`src/rtl/sw3_pkg.sv`:
```
`timescale 1ns/1ps
package sw3_pkg;
  localparam int NPORT   = 3;
  localparam int PORT_UP = 0;
  localparam int PORT_DN = 1;
  localparam int PORT_HZ = 2;

  typedef enum logic [2:0] {
    OP_IDLE,
    OP_ROUTE,
    OP_DEFLECT,
    OP_BYPASS,
    OP_DROP
  } sw_op_e;
endpackage

```
`src/rtl/sw3_tag_decode.sv`:
```
`timescale 1ns/1ps
module sw3_tag_decode #(
  parameter int ADDR_W = 3,
  parameter int HOP_W  = 2
) (
  input  logic              vld,
  input  logic [ADDR_W-1:0] dst,
  input  logic [HOP_W-1:0]  hop,
  output logic              arrived,
  output logic              routing,
  output logic              want_dn
);
  // Packet has finished its routing steps once hop reaches ADDR_W
  always_comb begin
    arrived = vld && (hop >= HOP_W'(ADDR_W));
    routing = vld && (hop <  HOP_W'(ADDR_W));
    want_dn = 1'b0;
    for (int k = 0; k < ADDR_W; k++) begin
      if (hop == HOP_W'(k)) want_dn = dst[k];
    end
  end
endmodule

```
`src/rtl/sw3_alloc.sv`:
```
`timescale 1ns/1ps
module sw3_alloc
  import sw3_pkg::*;
#(
  parameter int HOP_W = 2
) (
  input  logic              arrived [NPORT],
  input  logic              routing [NPORT],
  input  logic              want_dn [NPORT],
  input  logic [HOP_W-1:0]  hop     [NPORT],
  output sw_op_e            op      [NPORT],
  output logic [1:0]        port    [NPORT]
);
  localparam int HZ_ORDER [NPORT] = '{2, 0, 1};

  logic [1:0] rank    [NPORT];
  logic       busy    [NPORT];
  logic       granted [NPORT];

  // Rank: number of inputs that beat input i (higher hop, or equal hop and lower index)
  always_comb begin
    for (int i = 0; i < NPORT; i++) begin
      rank[i] = 2'd0;
      for (int j = 0; j < NPORT; j++) begin
        if (j != i && ((hop[j] > hop[i]) || (hop[j] == hop[i] && j < i)))
          rank[i] = rank[i] + 2'd1;
      end
    end
  end

  always_comb begin
    for (int i = 0; i < NPORT; i++) begin
      op[i]      = OP_IDLE;
      port[i]    = 2'd0;
      busy[i]    = 1'b0;
      granted[i] = 1'b0;
    end

    // Horizontal port: arrived packets in fixed priority order
    for (int k = 0; k < NPORT; k++) begin
      if (arrived[HZ_ORDER[k]]) begin
        if (!busy[PORT_HZ]) begin
          busy[PORT_HZ]        = 1'b1;
          op[HZ_ORDER[k]]      = OP_BYPASS;
          port[HZ_ORDER[k]]    = 2'(PORT_HZ);
        end else begin
          op[HZ_ORDER[k]]      = OP_DROP;
        end
      end
    end

    // Requested shuffle ports, best-ranked requester first
    for (int r = 0; r < NPORT; r++) begin
      for (int i = 0; i < NPORT; i++) begin
        if (routing[i] && rank[i] == 2'(r)) begin
          if (!busy[want_dn[i] ? PORT_DN : PORT_UP]) begin
            busy[want_dn[i] ? PORT_DN : PORT_UP] = 1'b1;
            op[i]      = OP_ROUTE;
            port[i]    = want_dn[i] ? 2'(PORT_DN) : 2'(PORT_UP);
            granted[i] = 1'b1;
          end
        end
      end
    end

    // Losers take leftovers: other shuffle port, then horizontal, else drop
    for (int r = 0; r < NPORT; r++) begin
      for (int i = 0; i < NPORT; i++) begin
        if (routing[i] && !granted[i] && rank[i] == 2'(r)) begin
          if (!busy[want_dn[i] ? PORT_UP : PORT_DN]) begin
            busy[want_dn[i] ? PORT_UP : PORT_DN] = 1'b1;
            op[i]   = OP_DEFLECT;
            port[i] = want_dn[i] ? 2'(PORT_UP) : 2'(PORT_DN);
          end else if (!busy[PORT_HZ]) begin
            busy[PORT_HZ] = 1'b1;
            op[i]   = OP_DEFLECT;
            port[i] = 2'(PORT_HZ);
          end else begin
            op[i]   = OP_DROP;
          end
        end
      end
    end
  end
endmodule

```
`src/rtl/sw3_out_stage.sv`:
```
`timescale 1ns/1ps
module sw3_out_stage
  import sw3_pkg::*;
#(
  parameter int ADDR_W = 3,
  parameter int HOP_W  = 2
) (
  input  logic              clk,
  input  logic              rst_n,
  input  sw_op_e            op   [NPORT],
  input  logic [1:0]        port [NPORT],
  input  logic [ADDR_W-1:0] dst  [NPORT],
  input  logic [HOP_W-1:0]  hop  [NPORT],
  output logic [NPORT-1:0]  q_vld,
  output logic [ADDR_W-1:0] q_dst [NPORT],
  output logic [HOP_W-1:0]  q_hop [NPORT],
  output logic [NPORT-1:0]  q_drop
);
  logic [NPORT-1:0]  d_vld;
  logic [ADDR_W-1:0] d_dst [NPORT];
  logic [HOP_W-1:0]  d_hop [NPORT];
  logic [NPORT-1:0]  d_drop;

  always_comb begin
    for (int o = 0; o < NPORT; o++) begin
      d_vld[o] = 1'b0;
      d_dst[o] = '0;
      d_hop[o] = '0;
      for (int i = 0; i < NPORT; i++) begin
        if ((op[i] == OP_ROUTE || op[i] == OP_DEFLECT || op[i] == OP_BYPASS)
            && port[i] == 2'(o)) begin
          d_vld[o] = 1'b1;
          d_dst[o] = dst[i];
          unique case (op[i])
            OP_ROUTE:  d_hop[o] = hop[i] + HOP_W'(1);
            OP_BYPASS: d_hop[o] = hop[i];
            default:   d_hop[o] = '0;
          endcase
        end
      end
    end
    for (int i = 0; i < NPORT; i++) d_drop[i] = (op[i] == OP_DROP);
  end

  always_ff @(posedge clk or negedge rst_n) begin
    if (!rst_n) begin
      q_vld  <= '0;
      q_drop <= '0;
      for (int o = 0; o < NPORT; o++) begin
        q_dst[o] <= '0;
        q_hop[o] <= '0;
      end
    end else begin
      q_vld  <= d_vld;
      q_drop <= d_drop;
      for (int o = 0; o < NPORT; o++) begin
        q_dst[o] <= d_dst[o];
        q_hop[o] <= d_hop[o];
      end
    end
  end
endmodule

```
`src/rtl/sw3_bypass_elem.sv`:
```
`timescale 1ns/1ps
module sw3_bypass_elem
  import sw3_pkg::*;
#(
  parameter int ADDR_W = 3,
  localparam int HOP_W = $clog2(ADDR_W + 1)
) (
  input  logic                    clk,
  input  logic                    rst_n,
  input  logic [NPORT-1:0]        pkt_in_vld,
  input  logic [NPORT*ADDR_W-1:0] pkt_in_dst,
  input  logic [NPORT*HOP_W-1:0]  pkt_in_hop,
  output logic [NPORT-1:0]        pkt_out_vld,
  output logic [NPORT*ADDR_W-1:0] pkt_out_dst,
  output logic [NPORT*HOP_W-1:0]  pkt_out_hop,
  output logic [NPORT-1:0]        drop_pulse
);
  logic [ADDR_W-1:0] in_dst  [NPORT];
  logic [HOP_W-1:0]  in_hop  [NPORT];
  logic              arrived [NPORT];
  logic              routing [NPORT];
  logic              want_dn [NPORT];
  sw_op_e            op      [NPORT];
  logic [1:0]        port    [NPORT];
  logic [ADDR_W-1:0] q_dst   [NPORT];
  logic [HOP_W-1:0]  q_hop   [NPORT];

  for (genvar g = 0; g < NPORT; g++) begin : g_in
    assign in_dst[g] = pkt_in_dst[g*ADDR_W +: ADDR_W];
    assign in_hop[g] = pkt_in_hop[g*HOP_W +: HOP_W];

    sw3_tag_decode #(.ADDR_W(ADDR_W), .HOP_W(HOP_W)) u_dec (
      .vld     (pkt_in_vld[g]),
      .dst     (in_dst[g]),
      .hop     (in_hop[g]),
      .arrived (arrived[g]),
      .routing (routing[g]),
      .want_dn (want_dn[g])
    );

    assign pkt_out_dst[g*ADDR_W +: ADDR_W] = q_dst[g];
    assign pkt_out_hop[g*HOP_W +: HOP_W]   = q_hop[g];
  end

  sw3_alloc #(.HOP_W(HOP_W)) u_alloc (
    .arrived (arrived),
    .routing (routing),
    .want_dn (want_dn),
    .hop     (in_hop),
    .op      (op),
    .port    (port)
  );

  sw3_out_stage #(.ADDR_W(ADDR_W), .HOP_W(HOP_W)) u_out (
    .clk    (clk),
    .rst_n  (rst_n),
    .op     (op),
    .port   (port),
    .dst    (in_dst),
    .hop    (in_hop),
    .q_vld  (pkt_out_vld),
    .q_dst  (q_dst),
    .q_hop  (q_hop),
    .q_drop (drop_pulse)
  );
endmodule

```
`config.mk`:
```
export PLATFORM = sky130hd
export DESIGN_NAME = sw3_bypass_elem
export DESIGN_NICKNAME = d
export VERILOG_FILES = /design/src/rtl/sw3_pkg.sv /design/src/rtl/sw3_tag_decode.sv /design/src/rtl/sw3_alloc.sv /design/src/rtl/sw3_out_stage.sv /design/src/rtl/sw3_bypass_elem.sv
export SDC_FILE = /design/constraint.sdc
export NUM_CORES = 1
export LEC_CHECK = 0
export ABC_AREA = 1
export BUFFER_PORTS_ARGS = -buffer_cell sky130_fd_sc_hd__buf_2
export CORE_MARGIN = 3
export CORE_UTILIZATION = 45
export CTS_CLUSTER_DIAMETER = 50
export DETAILED_ROUTE_END_ITERATION = 12
export REMOVE_ABC_BUFFERS = 1
export SLEW_MARGIN = 40
export SYNTH_ARGS = -nofsm -noshare
export SYNTH_HDL_FRONTEND = slang
export SYNTH_SLANG_ARGS = --single-unit
```
`constraint.sdc`:
```
create_clock -name clk -period 0.8 [get_ports clk]
set_clock_uncertainty 0.05 [all_clocks]
set_input_delay 0.12 -clock clk [delete_from_list [all_inputs] [get_ports clk]]
set_output_delay 0.12 -clock clk [all_outputs]
set_load 0.05 [all_outputs]
```
==> load_flow_metrics.sql <==
INSERT INTO impl_metrics (metric_group, metric, value, unit) VALUES
('final_layout', 'fin_util', '82.2', '%'),
('timing', 'setup_total_negative_slack', '-49.42', 'ns'),
('final_layout', 'area.growth.synth_to_final', '76.3', '%'),
('final_layout', 'design.final.nets', '691', ''),
('drt', 'routed_wire_length_per_instance', '16.7', 'µm'),
('critical_path', 'critical_path.max_fanout', '6', ''),
('status', 'violations', 'negative setup slack', ''),
('global_routing', 'globalRoute.totalOverflow', '0', ''),
('final_layout', 'seq_area', '526', 'µm²'),
('floorplan', 'die_h', '87.3', 'µm'),
('synth', 'synthTopCellsByCount', 'nand2_1, inv_1, nand3_1', ''),
('synth', 'yosys_warnings', '0', ''),
('synth', 'synth_top_area_share', '17.7', '%'),
('synth', 'yosysSeqAreaShare', '17.7', '%'),
('clocking', 'cts_inserted_buffers', '3', ''),
('synth', 'yosys.cell_count.top_type', 'nand2_1', ''),
('floorplan', 'start_util', '46.6', '%'),
('timing', 'timing.final.crit_period', '3.27', 'ns'),
('global_routing', 'first_pass_grt_wire_length', '17.8', 'mm'),
('drt', 'route.vias.total', '3877', ''),
('drt', 'remaining_drc_errors', '0', ''),
('timing', 'finalMaxSlewViolations', '0', ''),
('global_routing', 'first_global_vias', '3807', ''),
('global_routing', 'grt_util_all_layers', '29.5', '%'),
('floorplan', 'die_area', '7630', 'µm²'),
('worst_hold_path', 'holdCritPathClass', 'in2reg', ''),
('timing', 'finalHoldViolations', '0', ''),
('drt', 'wl', '12.1', 'mm'),
('timing', 'report.final.setup_viol', '42', ''),
('clocking', 'cts_tree', 'done', ''),
('final_layout', 'num_antenna_cells', '0', ''),
('power_and_ir_drop', 'power.static_leakage', '2.74', 'nW'),
('drt', 'drt_first_iter_violations', '206', ''),
('critical_path', 'cp-end-kind', 'register', ''),
('timing', 'timing_worst_slew_pin_value', '0.496', 'ns'),
('timing', 'grt_setup_unrepaired', 'true', ''),
('critical_path', 'crit_path_start_kind', 'input port', ''),
('timing', 'final_critical_path_setup_slack', '-2.47', 'ns'),
('final_layout', 'post_route_cells_drive_above_1_share', '55.3', '%'),
('critical_path', 'cp_data_required_time', '0.91', 'ns'),
('final_layout', 'multi_input_comb_area', '2710', 'µm²'),
('power_and_ir_drop', 'cellPowerDensity', '1700', 'nW/µm²'),
('floorplan', 'io-pin-count', '41', ''),
('drt', 'postRouteAntennaNets', '0', ''),
('synth', 'postSynth.asyncResetShare', '100', '%'),
('power_and_ir_drop', 'ir_worst_vdd', '2.60', 'mV'),
('critical_path', 'setup.worst_path.class', 'in2reg', ''),
('synth', 'post_synth_instance_area', '2980', 'µm²'),
('final_layout', 'n_fill_cell', '413', ''),
('clocking', 'cts_root_buf', 'clkbuf_8', ''),
('synth', 'synth-edff-count', '0', ''),
('synth', 'yosys_most_used_dff', 'dfrtp_1', ''),
('status', 'run_status', 'finished with violations', ''),
('timing', 'highest_clock_rate', '0.306', 'GHz'),
('clocking', 'ctsLongestPathBuffers', '2', ''),
('drt', 'dr.pass1.iters', '5', ''),
('clocking', 'clock_sinks', '21', ''),
('synth', 'synthCells', '459', ''),
('global_routing', 'antenna_found_initial', '0', ''),
('synth', 'ys_top_cells_by_area', 'dfrtp_1, nand2_1, ha_1, nand3_1, inv_1', ''),
('job', 'cap_violations', '0', ''),
('clocking', 'h-tree-depth', '1', ''),
('timing', 'timing.max_slew.rel_slack', '66.6', '%'),
('clocking', 'clk_pin_slew_worst_paths', '0.09', 'ns'),
('synth', 'synthesis.area_per_instance', '6.48', 'µm²'),
('drt', 'average_via_count_per_standard_cell', '5.36', ''),
('power_and_ir_drop', 'total_power', '8.91', 'mW'),
('floorplan', 'design.core.area', '6390', 'µm²'),
('synth', 'synth_seq_cells', '21', ''),
('floorplan', 'die_width', '87.3', 'µm'),
('timing', 'final.period_utilization', '409', '%'),
('placement', 'placement.io_buffers', '40', ''),
('floorplan', 'floorplan_row_count', '29', ''),
('global_routing', 'largest_net_degree_at_the_start_of_global_routing', '22', ''),
('synth', 'synth.lib_cells_used.distinct', '37', ''),
('placement', 'finalWeightedCongestion', '0.907', ''),
('critical_path', 'worst-endpoint-arrival', '3.37', 'ns'),
('placement', 'dpl_worst_slack', '-2.87', 'ns'),
('placement', 'dp_hpwl', '8.04', 'mm'),
('synth', 'synth_largest_area_cell', 'dfrtp_1', '');
repair_timing:
action                                  CTS  global route
hold buffers                              1             0
cloned                                    1             0
gates resized for setup                 170            41
endpoints found under the setup margin   42            51
hold endpoints to repair                 21             0
pin swaps                                74            60
buffers inserted                         24             7
per-stage QoR:
stage | cell area (µm²) | cells | hold WS (ns)
5_1_grt | 5250 | 723 | 0.160
4_1_cts | 5030 | 716 | 0.146
3_3_place_gp | 4100 | 686 | 0.0288
3_5_place_dp | 4100 | 686 | 0.0433
2_1_floorplan | 2930 | 454 | -0.226
6_report | 5250 | 723 | 0.138
routing by layer:
metal,track usage [%],wire length (µm),up-vias
met5,0,0,-
met2,52.2,6290,143
met3,3.03,556,39
met4,12.8,521,0
li1,-,-,1877
met1,35.9,4690,1818
final timing paths:
check,startpoint,to,slack [ns],cells past startpoint
min,pkt_in_dst[1],u_out.q_dst[1],0.14,4
min in group asynchronous,rst_n,u_out.q_dst[5],0.24,2
max in group asynchronous,rst_n,u_out.q_drop[1],0.21,2
max,pkt_in_hop[5],u_out.q_hop[3],-2.47,21
cells in the final DEF, fill, tap and decap left out, types with 3 or more instances in the layout:
cell,instances
a21oi_1,7
a21oi_2,6
a22oi_2,3
buf_2,12
buf_4,135
buf_6,35
clkbuf_8,3
dfrtp_1,21
ha_1,12
ha_4,12
inv_1,51
inv_2,25
inv_4,5
nand2_1,83
nand2_2,23
nand2_4,12
nand3_1,27
nand3_2,26
nand3_4,13
nand3b_1,6
nand4_1,22
nor2_1,34
nor2_2,8
nor2_4,14
nor2_8,3
o21ai_0,11
o21ai_1,5
o21ai_2,4
worst max-delay path, cell delays in order:
cell and delay [ns]:
buf_8 0.11, ha_4 0.28, nand2_4 0.05, a22oi_2 0.22
buf_4 0.18, buf_4 0.10, ha_1 0.13, nand3_1 0.15
nor2_2 0.21, nand4_1 0.24, nand3_4 0.19, nor2_8 0.07
nor2_4 0.17, nand4_1 0.18, nand3_2 0.17, nand4_1 0.18
a21o_1 0.29, nand3b_1 0.11, nand2_1 0.08, inv_2 0.06
nand2_1 0.04
cell families (layout without fill, tap and decap cells):
group | Yosys count | in the layout | synth area share [%]
AND/OR/NAND/NOR | 279 | 280 | 50.5
buffers and inverters | 89 | 275 | 12.1
AO/OA/AOI/OAI | 46 | 46 | 9.58
adder cells (fa/ha/maj) | 24 | 24 | 10.1
flip-flops | 21 | 21 | 17.7
power breakdown:
part	leakage, nW	internal (mW)	switching (mW)
registers	0.275	1.31	0.127
clock network	0.0255	0.348	0.376
logic	2.44	2.77	3.98
sequential cells by signal (all words and copies together) (netlist names):
| register | flops |
|---|---|
| u_out.q_drop | 3 |
| u_out.q_dst | 9 |
| u_out.q_hop | 6 |
| u_out.q_vld | 3 |
cell type report:
type	instances	share of cell area (%)
Clock buffer	3	0.787
Clock inverter	1	0.0954
Inverter	84	6.44
Multi-Input combinational cell	350	51.6
Sequential cell	21	10.0
Tap cell	77	1.84
Timing Repair Buffer	187	29.2
(Power assumes the default switching activity.)
